`src/rtl/wa_pkg.sv`:
```
package wa_pkg;

    typedef enum logic [1:0] {
        ST_LOS   = 2'd0,
        ST_ACQ   = 2'd1,
        ST_SYNC  = 2'd2,
        ST_RECOV = 2'd3
    } wa_state_e;

    // a threshold of zero behaves like one
    function automatic int unsigned floor_one(input int unsigned v);
        return (v == 0) ? 1 : v;
    endfunction

    function automatic int unsigned width_for(input int unsigned maxv);
        return (maxv < 2) ? 1 : $clog2(maxv + 1);
    endfunction

endpackage

```
`src/rtl/wa_window_match.sv`:
```
module wa_window_match #(
    parameter int unsigned W       = 10,
    parameter int unsigned PAT_LEN = 10,
    parameter logic [W-1:0] PATTERN = 10'b0011111010
) (
    input  logic [W-1:0] prev_word,
    input  logic [W-1:0] cur_word,
    output logic [W-1:0] hits,
    output logic [W-1:0] words [W]
);
    localparam logic [PAT_LEN-1:0] KEY = PATTERN[W-1 -: PAT_LEN];

    logic [2*W-1:0] win;
    assign win = {prev_word, cur_word};

    for (genvar k = 0; k < W; k++) begin : g_ofs
        assign words[k] = win[2*W-1-k -: W];
        assign hits[k]  = (words[k][W-1 -: PAT_LEN] == KEY);
    end
endmodule

```
`src/rtl/wa_first_hit.sv`:
```
module wa_first_hit #(
    parameter int unsigned N  = 10,
    parameter int unsigned OW = 4
) (
    input  logic [N-1:0]  hits,
    output logic          any,
    output logic [OW-1:0] idx
);
    always_comb begin
        idx = '0;
        for (int i = N - 1; i >= 0; i--) begin
            if (hits[i]) idx = OW'(i);
        end
    end
    assign any = |hits;
endmodule

```
`src/rtl/wa_sync_fsm.sv`:
```
module wa_sync_fsm
    import wa_pkg::*;
#(
    parameter int unsigned W         = 10,
    parameter int unsigned OFS_W     = 4,
    parameter int unsigned SYNC_PATS = 3,
    parameter int unsigned ERR_LIMIT = 3,
    parameter int unsigned GOOD_RUN  = 4
) (
    input  logic             clk,
    input  logic             rst,
    input  logic             realign,
    input  logic             code_err,
    input  logic [W-1:0]     hits,
    input  logic             any_hit,
    input  logic [OFS_W-1:0] first_idx,
    output wa_state_e        state,
    output logic [OFS_W-1:0] ofs,
    output logic [OFS_W-1:0] sel_ofs,
    output logic             det
);
    localparam int unsigned SYNC_EFF = floor_one(SYNC_PATS);
    localparam int unsigned ERR_EFF  = floor_one(ERR_LIMIT);
    localparam int unsigned GOOD_EFF = floor_one(GOOD_RUN);
    localparam int unsigned PAT_W    = width_for(SYNC_EFF);
    localparam int unsigned ERR_W    = width_for(ERR_EFF);
    localparam int unsigned GOOD_W   = width_for(GOOD_EFF);

    typedef struct packed {
        wa_state_e         st;
        logic [OFS_W-1:0]  ofs;
        logic [PAT_W-1:0]  pat;
        logic [ERR_W-1:0]  err;
        logic [GOOD_W-1:0] good;
    } ctx_t;

    ctx_t cur, nxt;
    logic det_d, locked_hit;

    assign locked_hit = hits[cur.ofs];
    assign sel_ofs    = (cur.st == ST_LOS) ? first_idx : cur.ofs;

    always_comb begin
        nxt   = cur;
        det_d = (cur.st == ST_LOS) ? any_hit : locked_hit;
        if (realign) begin
            nxt = '0;
        end else begin
            unique case (cur.st)
                ST_LOS: begin
                    if (any_hit) begin
                        nxt.ofs = first_idx;
                        nxt.pat = PAT_W'(1);
                        nxt.st  = (SYNC_EFF == 1) ? ST_SYNC : ST_ACQ;
                    end
                end
                ST_ACQ: begin
                    if (code_err) begin
                        nxt = '0;
                    end else if (locked_hit) begin
                        if (cur.pat == PAT_W'(SYNC_EFF - 1)) begin
                            nxt.st  = ST_SYNC;
                            nxt.pat = '0;
                        end else begin
                            nxt.pat = cur.pat + PAT_W'(1);
                        end
                    end
                end
                ST_SYNC: begin
                    if (code_err) begin
                        if (ERR_EFF == 1) begin
                            nxt = '0;
                        end else begin
                            nxt.st   = ST_RECOV;
                            nxt.err  = ERR_W'(1);
                            nxt.good = '0;
                        end
                    end
                end
                ST_RECOV: begin
                    if (code_err) begin
                        nxt.good = '0;
                        if (cur.err == ERR_W'(ERR_EFF - 1)) nxt = '0;
                        else                                 nxt.err = cur.err + ERR_W'(1);
                    end else if (cur.good == GOOD_W'(GOOD_EFF - 1)) begin
                        nxt.good = '0;
                        nxt.err  = cur.err - ERR_W'(1);
                        if (cur.err == ERR_W'(1)) nxt.st = ST_SYNC;
                    end else begin
                        nxt.good = cur.good + GOOD_W'(1);
                    end
                end
                default: nxt = '0;
            endcase
        end
    end

    always_ff @(posedge clk) begin
        if (rst) begin
            cur <= '0;
            det <= 1'b0;
        end else begin
            cur <= nxt;
            det <= det_d;
        end
    end

    assign state = cur.st;
    assign ofs   = cur.ofs;
endmodule

```
`src/rtl/wa_sync_top.sv`:
```
module wa_sync_top
    import wa_pkg::*;
#(
    parameter int unsigned  W         = 10,
    parameter int unsigned  PAT_LEN   = 10,
    parameter logic [W-1:0] PATTERN   = 10'b0011111010,
    parameter int unsigned  SYNC_PATS = 3,
    parameter int unsigned  ERR_LIMIT = 3,
    parameter int unsigned  GOOD_RUN  = 4
) (
    input  logic         clk,
    input  logic         rst,
    input  logic [9:0]   rx_data,
    input  logic         code_err,
    input  logic         realign_req,
    output logic [9:0]   aligned_data,
    output logic         pat_det,
    output logic         sync_status,
    output logic [1:0]   sync_state,
    output logic [3:0]   boundary
);
    localparam int unsigned OFS_W = $clog2(W);

    logic [W-1:0]     prev_q;
    logic [W-1:0]     hits;
    logic [W-1:0]     words [W];
    logic             any_hit;
    logic [OFS_W-1:0] first_idx, ofs, sel_ofs;
    wa_state_e        st;

    wa_window_match #(.W(W), .PAT_LEN(PAT_LEN), .PATTERN(PATTERN)) u_match (
        .prev_word(prev_q), .cur_word(rx_data), .hits(hits), .words(words)
    );

    wa_first_hit #(.N(W), .OW(OFS_W)) u_pick (
        .hits(hits), .any(any_hit), .idx(first_idx)
    );

    wa_sync_fsm #(
        .W(W), .OFS_W(OFS_W), .SYNC_PATS(SYNC_PATS),
        .ERR_LIMIT(ERR_LIMIT), .GOOD_RUN(GOOD_RUN)
    ) u_fsm (
        .clk(clk), .rst(rst), .realign(realign_req), .code_err(code_err),
        .hits(hits), .any_hit(any_hit), .first_idx(first_idx),
        .state(st), .ofs(ofs), .sel_ofs(sel_ofs), .det(pat_det)
    );

    always_ff @(posedge clk) begin
        if (rst) begin
            prev_q       <= '0;
            aligned_data <= '0;
        end else begin
            prev_q       <= rx_data;
            aligned_data <= words[sel_ofs];
        end
    end

    assign sync_state  = st;
    assign sync_status = (st == ST_SYNC) || (st == ST_RECOV);
    assign boundary    = 4'(ofs);
endmodule

```
`config.mk`:
```
export PLATFORM = sky130hd
export DESIGN_NAME = wa_sync_top
export DESIGN_NICKNAME = d
export VERILOG_FILES = /design/src/rtl/wa_pkg.sv /design/src/rtl/wa_window_match.sv /design/src/rtl/wa_first_hit.sv /design/src/rtl/wa_sync_fsm.sv /design/src/rtl/wa_sync_top.sv
export SDC_FILE = /design/constraint.sdc
export NUM_CORES = 1
export LEC_CHECK = 0
export CELL_PAD_IN_SITES_DETAIL_PLACEMENT = 1
export CELL_PAD_IN_SITES_GLOBAL_PLACEMENT = 1
export CORE_ASPECT_RATIO = 1.1
export CORE_MARGIN = 4
export CORE_UTILIZATION = 25
export CTS_CLUSTER_DIAMETER = 30
export CTS_CLUSTER_SIZE = 14
export DETAILED_ROUTE_END_ITERATION = 12
export PLACE_DENSITY_LB_ADDON = 0.1
export SLEW_MARGIN = 15
export SYNTH_ARGS = -nofsm -noshare
export SYNTH_HDL_FRONTEND = slang
export SYNTH_SLANG_ARGS = --single-unit
```
`constraint.sdc`:
```
create_clock -name clk -period 3.4 [get_ports clk]
set_input_delay 0.51 -clock clk [delete_from_list [all_inputs] [get_ports clk]]
set_output_delay 0.51 -clock clk [all_outputs]
set_load 0.05 [all_outputs]
```
### Word-level counts from Yosys, hierarchy flattened

Cells that the tools add are included.

* register bits after elaboration: 34
* input bits: 14
* output and inout bits: 18
* word-level logic and storage cells: 93

* $add $sub $neg: 4
* $lt $le $gt $ge: 2
* equal/unequal tests: 27
* multiplexer cells: 40
* bitwise operators: 1
* reductions and logical operators: 11

Operators by type and width (count)
* 10-bit by 8-bit equality test with 1-bit output, second input constant: 10
* 4-bit 2-to-1 mux: 12
* 10-bit binary-select mux with 4-bit select: 1
* 2-bit 2-to-1 mux: 12
* 10-bit 2-to-1 mux: 2
* 6-bit one-hot mux with 3 select lines: 1
* 8-bit 2-to-1 mux: 2
* 5-bit 2-to-1 mux: 3
* 3-bit by 2-bit != test with 1-bit output, second input constant: 5
* 5-bit one-hot mux with 3 select lines: 1
* 5-bit AND reduction: 2
* 10-bit OR reduction: 1
* 2-bit equality test, second input constant: 4
* 2-bit one-hot mux with 4 select lines: 1
* 7-bit AND reduction: 1
* 6-bit 2-to-1 mux: 1
* 2-bit != test, second input constant: 3
* 3-bit nonzero test: 2
* 5-bit greater-or-equal comparator, second input constant: 1
* 4-bit by 5-bit less-than comparator with 1-bit output, second input constant: 1
* 4-bit inverter with 5-bit output: 1
* 2-bit by 1-bit adder with 2-bit output, second input constant: 2
* 1-bit binary-select mux with 4-bit select: 1
* 2-bit by 1-bit equality test with 1-bit output, second input constant: 2
* other kinds (11): 13

### Logic depth before layout (Yosys ltp)

Gate-level depths: netlist of the first run.

* depth in word-level cells: 16
* depth in mapped cells: 10
* mapped depth without buffers: 9

### Hierarchy

Synthesis of the first run repeated with hierarchy kept, for this count alone.

* cell total of the unflattened synthesis: 394
* area, all modules: 3569.7 um2

Modules (own cells, without submodules)
* wa_sync_top: times used 1, cells an instance 128, area an instance 1507.7 um2, sequential area each 400.4 um2
* wa_sync_fsm: times used 1, cells an instance 122, area an instance 1008.5 um2, sequential area each 280.3 um2
* wa_window_match: times used 1, cells an instance 126, area an instance 952.2 um2, sequential area each 0.0 um2
* wa_first_hit: times used 1, cells an instance 18, area an instance 101.3 um2, sequential area each 0.0 um2

### Worst setup path after synthesis of the first run

No wires, ideal clock.

* kind: input to register
* start point: in rx_data[4]
* end point: reg aligned_data[5]
* library setup time: 0.122 ns
* data arrival time: 2.361 ns
* required time: 3.278 ns
* setup slack: 0.918 ns
* cell stages on the path: 8
* path buffers: 1
* cells stage by stage: or4b_4 > nor3_1 > a2111oi_2 > a21oi_1 > buf_2 > mux2i_1 > mux2i_1 > a221o_1

* longest elaborated chain between the ends: 16
* elaborated cells on any way between the ends: 19
* classes of those cells: 4 x eq/ne; 14 x mux; 1 x bitwise

RTL lines
* start: declaration: line wa_sync_top.sv:13 `input logic [9:0] rx_data,`
* 10-bit by 8-bit equality test with 1-bit output: line wa_window_match.sv:18 `assign hits[k] = (words[k][W-1 -: PAT_LEN] == KEY);`
* 4-bit 2-to-1 mux (3 in series): line wa_first_hit.sv:12 `if (hits[i]) idx = OW'(i);`
* 4-bit 2-to-1 mux (*) (7 in series): line wa_first_hit.sv:12
* 4-bit 2-to-1 mux (*): line wa_sync_fsm.sv:41 `assign sel_ofs = (cur.st == ST_LOS) ? first_idx : cur.ofs;`
* 4-bit inverter with 5-bit output (implied by the code) (*): line wa_sync_top.sv:54 `aligned_data <= words[sel_ofs];`
* 10-bit binary-select mux with 4-bit select (*): line wa_sync_top.sv:54
* 10-bit 2-to-1 mux (implied by the code) (*) (2 in series): line wa_sync_top.sv:54
* end signal: assignment: line wa_sync_top.sv:54
* end: declaration: line wa_sync_top.sv:16 `output logic [9:0] aligned_data,`

Every way passes the cells marked *; elsewhere a longest branch is shown, timed or not. The select of a mux whose other input is x is not followed.
A chain may end at the register's enable or synchronous reset.

### Worst setup path after layout of the first run

* start point: in rx_data[9]
* end point: reg aligned_data[1]

* longest elaborated chain between the ends: 16
* elaborated cells on any way between the ends: 24
* classes of those cells: 9 x eq/ne; 14 x mux; 1 x bitwise

RTL lines (line)
* 10-bit by 8-bit equality test with 1-bit output: wa_window_match.sv:18
* 4-bit 2-to-1 mux (10 in series): wa_first_hit.sv:12
* 4-bit 2-to-1 mux: wa_sync_fsm.sv:41
* 4-bit inverter with 5-bit output (implied by the code): wa_sync_top.sv:54
* 10-bit binary-select mux with 4-bit select (*): wa_sync_top.sv:54
* 10-bit 2-to-1 mux (implied by the code) (*) (2 in series): wa_sync_top.sv:54

Marks and branches as above.

==> results by group, run 1 <==
Power
  – NetSw: roughly 0.23 mW
  – Clock power frac: 0.352
  – Combinational cell fraction of total power: 0.155
  – Power Internal: ~0.63 mW
  – Static Leak: 1.121 nW
  – Reg power frac: 0.494
  – Power consumption: approximately 0.86 mW
  – PD cells: about 280 nW/um^2
  – Highest ir drop seen on vdd: around 0.00013 V
  – Sw frac: 0.2731

Final layout
  – Fillers: ~1,100
  – Nets@finish: between 300 and 400
  – Non-Filler Instances: 457
  – Commonest non-fill, non-tap cells in the layout: dfxtp_1, clkdlybuf4s50_1, nand2_1, buf_4, a21oi_1
  – Ant diodes: 0
  – Layout cells sized above 1: 0.1765
  – Synth-to-layout area growth: 28.41%
  – Leading cell type in the layout, fill and taps excluded: dfxtp_1

Worst setup path
  – CP bufs+invs: 2
  – Top delay family on crit path: simple AND/OR/NAND/NOR gates
  – CP max stage cell: clkdlybuf4s50_1
  – Setup CP Type: in -> reg
  – CP Cell Sequence: clkdlybuf4s50_1, buf_4, nor4b_1, nand2_1, a31o_2, nand2_2, mux2i_1, a21oi_1, a221o_1
  – Crit start category: input port
  – CP Max Fanout: 8
  – Worst EP required: 3.58 ns
  – Slowest stage delay, CP: roughly 0.52 ns
  – Crit path DAT: 3.24 ns
  – CP Capture Type: register

Drt
  – DRC Markers: 0
  – Vias per inst: approximately 5.2
  – Post-route ant nets: 0
  – First DRT Iteration DRCs: 87
  – Final WL: approximately 8300 microns
  – Via count: roughly 2,400
  – Drt wl/cell: about 18 microns
  – First-pass DRT Iterations: 4

STA
  – Final setup fails: 0
  – Slew headroom: 0.6081
  – Worst Tran Pin Value: approximately 0.6 ns
  – WHS: 0.4749 ns
  – RSZ-0062 raised after global routing: no
  – Final Hold Fails: 0
  – Period minus WS final: 3.064 ns
  – Final setup TNS: 0 ns
  – Final period util: 0.9011
  – Max frequency: 326.4 MHz
  – Pins Over Slew Limit: 0
  – Setup Skew: roughly 0.005 ns
  – Worst setup margin: ~0.34 ns

Synth
  – Sequential-to-total area share from yosys stat: 0.2857
  – Top post-synthesis cells by area: dfxtp_1, mux2i_1, a21oi_1
  – Cell taking the most area after synthesis: dfxtp_1
  – Share of async-settable or async-resettable flops after synthesis: 0
  – Post-synthesis sequential element count: 34
  – Synth top area share: 0.2857
  – Post-synth net total: 310
  – Syn avg cell area: 8.159 sq um
  – Top_reg_cell synth: dfxtp_1
  – Ys Warns: 0
  – Post-synth EDFFs: 0
  – Cell variety after synth: 62
  – Mapped Area: 2382 sq um
  – Gate Count Post-Synth: slightly below 300

Floorplan
  – Die Area: between 10,000 and 15,000 sq um
  – Core Region: ~9400 sq um
  – Die Y: around 110 microns
  – Initial Util: 0.2547
  – Die width: 101.1 microns
  – IO Count: 32
  – Row count: 37

Clocking
  – Post-CTS Setup Bufs: 0
  – Hold_buf cts: 0
  – H-Tree Depth: 2
  – Clk pin slew, worst setup/hold paths: around 0.070 ns
  – Clock Latency Late Sink: between 0.2 and 0.3 ns
  – CTS Root Cell: clkbuf_8
  – CTS tree: built
  – Post-CTS sizing: 0
  – Clk sinks: 34
  – Clock buffer depth: 2
  – Num CTS Buffers: 5

Worst hold path
  – Hold Path Class: reg -> reg

Placed design
  – Dpl hpwl: 6561 microns
  – Placer Congestion: between 0.8 and 0.9
  – Placed cell count: about 450
  – Port Buf Inserts: 31
  – Worst slack, placed: 0.06883 ns

Status
  – Status: finished clean

Global route
  – Grt ovf: 0
  – Total GRT Usage: 0.1553
  – Initial antenna violation count: 0
  – Largest net degree at the start of global routing: 18
  – Vias in the first global route: roughly 2,400
  – Global-route wire length before repair: between 10,000 and 15,000 microns

Run
  – Max Cap Viol: 0
==> power groups by stage <==
stage          logic (mW)  registers [mW]  clock network [mW]
4_1_cts             0.134           0.425               0.313
3_5_place_dp        0.133           0.434                   0
2_1_floorplan      0.0520           0.445                   0
3_3_place_gp        0.134           0.434                   0
6_report            0.133           0.425               0.302
5_1_grt             0.143           0.426               0.329
==> path summary, 6_finish.rpt <==
check	from	to	slack, ns	depth (start not counted)
worst min-delay path	u_fsm.cur[2]	u_fsm.cur[2]	0.47	2
worst min register to register	u_fsm.cur[2]	u_fsm.cur[2]	0.47	2
worst max register to register	prev_q[6]	aligned_data[6]	0.59	8
worst max-delay path	rx_data[9]	aligned_data[1]	0.34	9
==> worst register-to-register path, delay by kind of cell (launching register included) <==
family / cells / cell delay [ns]
AO/OA/AOI/OAI: 5 / 1.15
flip-flops: 1 / 0.51
AND/OR/NAND/NOR: 3 / 1.11
==> flip-flops by register name, indices dropped and copies added, names as in the netlist, named ones only <==
signal and count:
aligned_data 10, u_fsm.det 1, prev_q 10, u_fsm.state 1
u_fsm.ofs 4, u_fsm.cur 7
==> cell families after synthesis <==
group | synth area share
AO/OA/AOI/OAI | 0.2259
multiplexers | 0.1008
adder cells (fa/ha/maj) | 0.02101
AND/OR/NAND/NOR | 0.3167
buffers and inverters | 0.04989
flip-flops | 0.2857
==> cells in the mapped netlist (all sizes together) (2+ instances only) <==
| master | instances |
|---|---|
| dfxtp | 34 |
| or2 | 3 |
| o21a | 3 |
| a31oi | 4 |
| and4b | 3 |
| a211oi | 4 |
| nand2b | 6 |
| a2111oi | 2 |
| mux4 | 2 |
| and2 | 4 |
| nor4b | 3 |
| nand2 | 30 |
| nand3 | 16 |
| inv | 7 |
| nand4b | 4 |
| or3 | 7 |
| nor4 | 4 |
| a211o | 2 |
| nor3b | 2 |
| nand4 | 2 |
| mux2i | 15 |
| ha | 4 |
| a21oi | 24 |
| mux2 | 4 |
| nor2b | 12 |
| buf | 9 |
| clkbuf | 9 |
| nand3b | 2 |
| o221ai | 3 |
| o211ai | 8 |
| nor3 | 8 |
| a221o | 4 |
| o21ai | 13 |
| nor2 | 21 |
==> area by class of cell <==
cell class,instances,area (sq um),share of cell area
Inverter,7,26.28,0.008589
Sequential cell,34,680.7,0.2225
Multi-Input combinational cell,233,1583,0.5174
Timing Repair Buffer,60,540.5,0.1767
Tap cell,117,146.4,0.04785
Clock buffer,6,82.58,0.02699
==> metrics by stage <==
step,utilization,cell area [sq um]
2_1_floorplan,-,2382
3_3_place_gp,0.3183,2977
3_5_place_dp,0.3183,2977
4_1_cts,0.3271,3059
5_1_grt,0.3271,3059
6_report,0.3271,3059
==> layer usage <==
layer / global-route usage / up-vias / part of all wire
li1: - / 1179 / -
met1: 0.1901 / 1169 / 0.45
met2: 0.2799 / 23 / 0.51
met3: 0.02517 / 6 / 0.021
met4: 0.04274 / 0 / 0.013
met5: 0 / - / 0
No activity file was read; power rests on OpenSTA's default activity.
==> inputs of run 2 (changes only) <==
GPL_ROUTABILITY_DRIVEN = 0   (was unset)
==> results of run 2 <==
No change in the layout: final DEF, timing and power equal those of run 1.
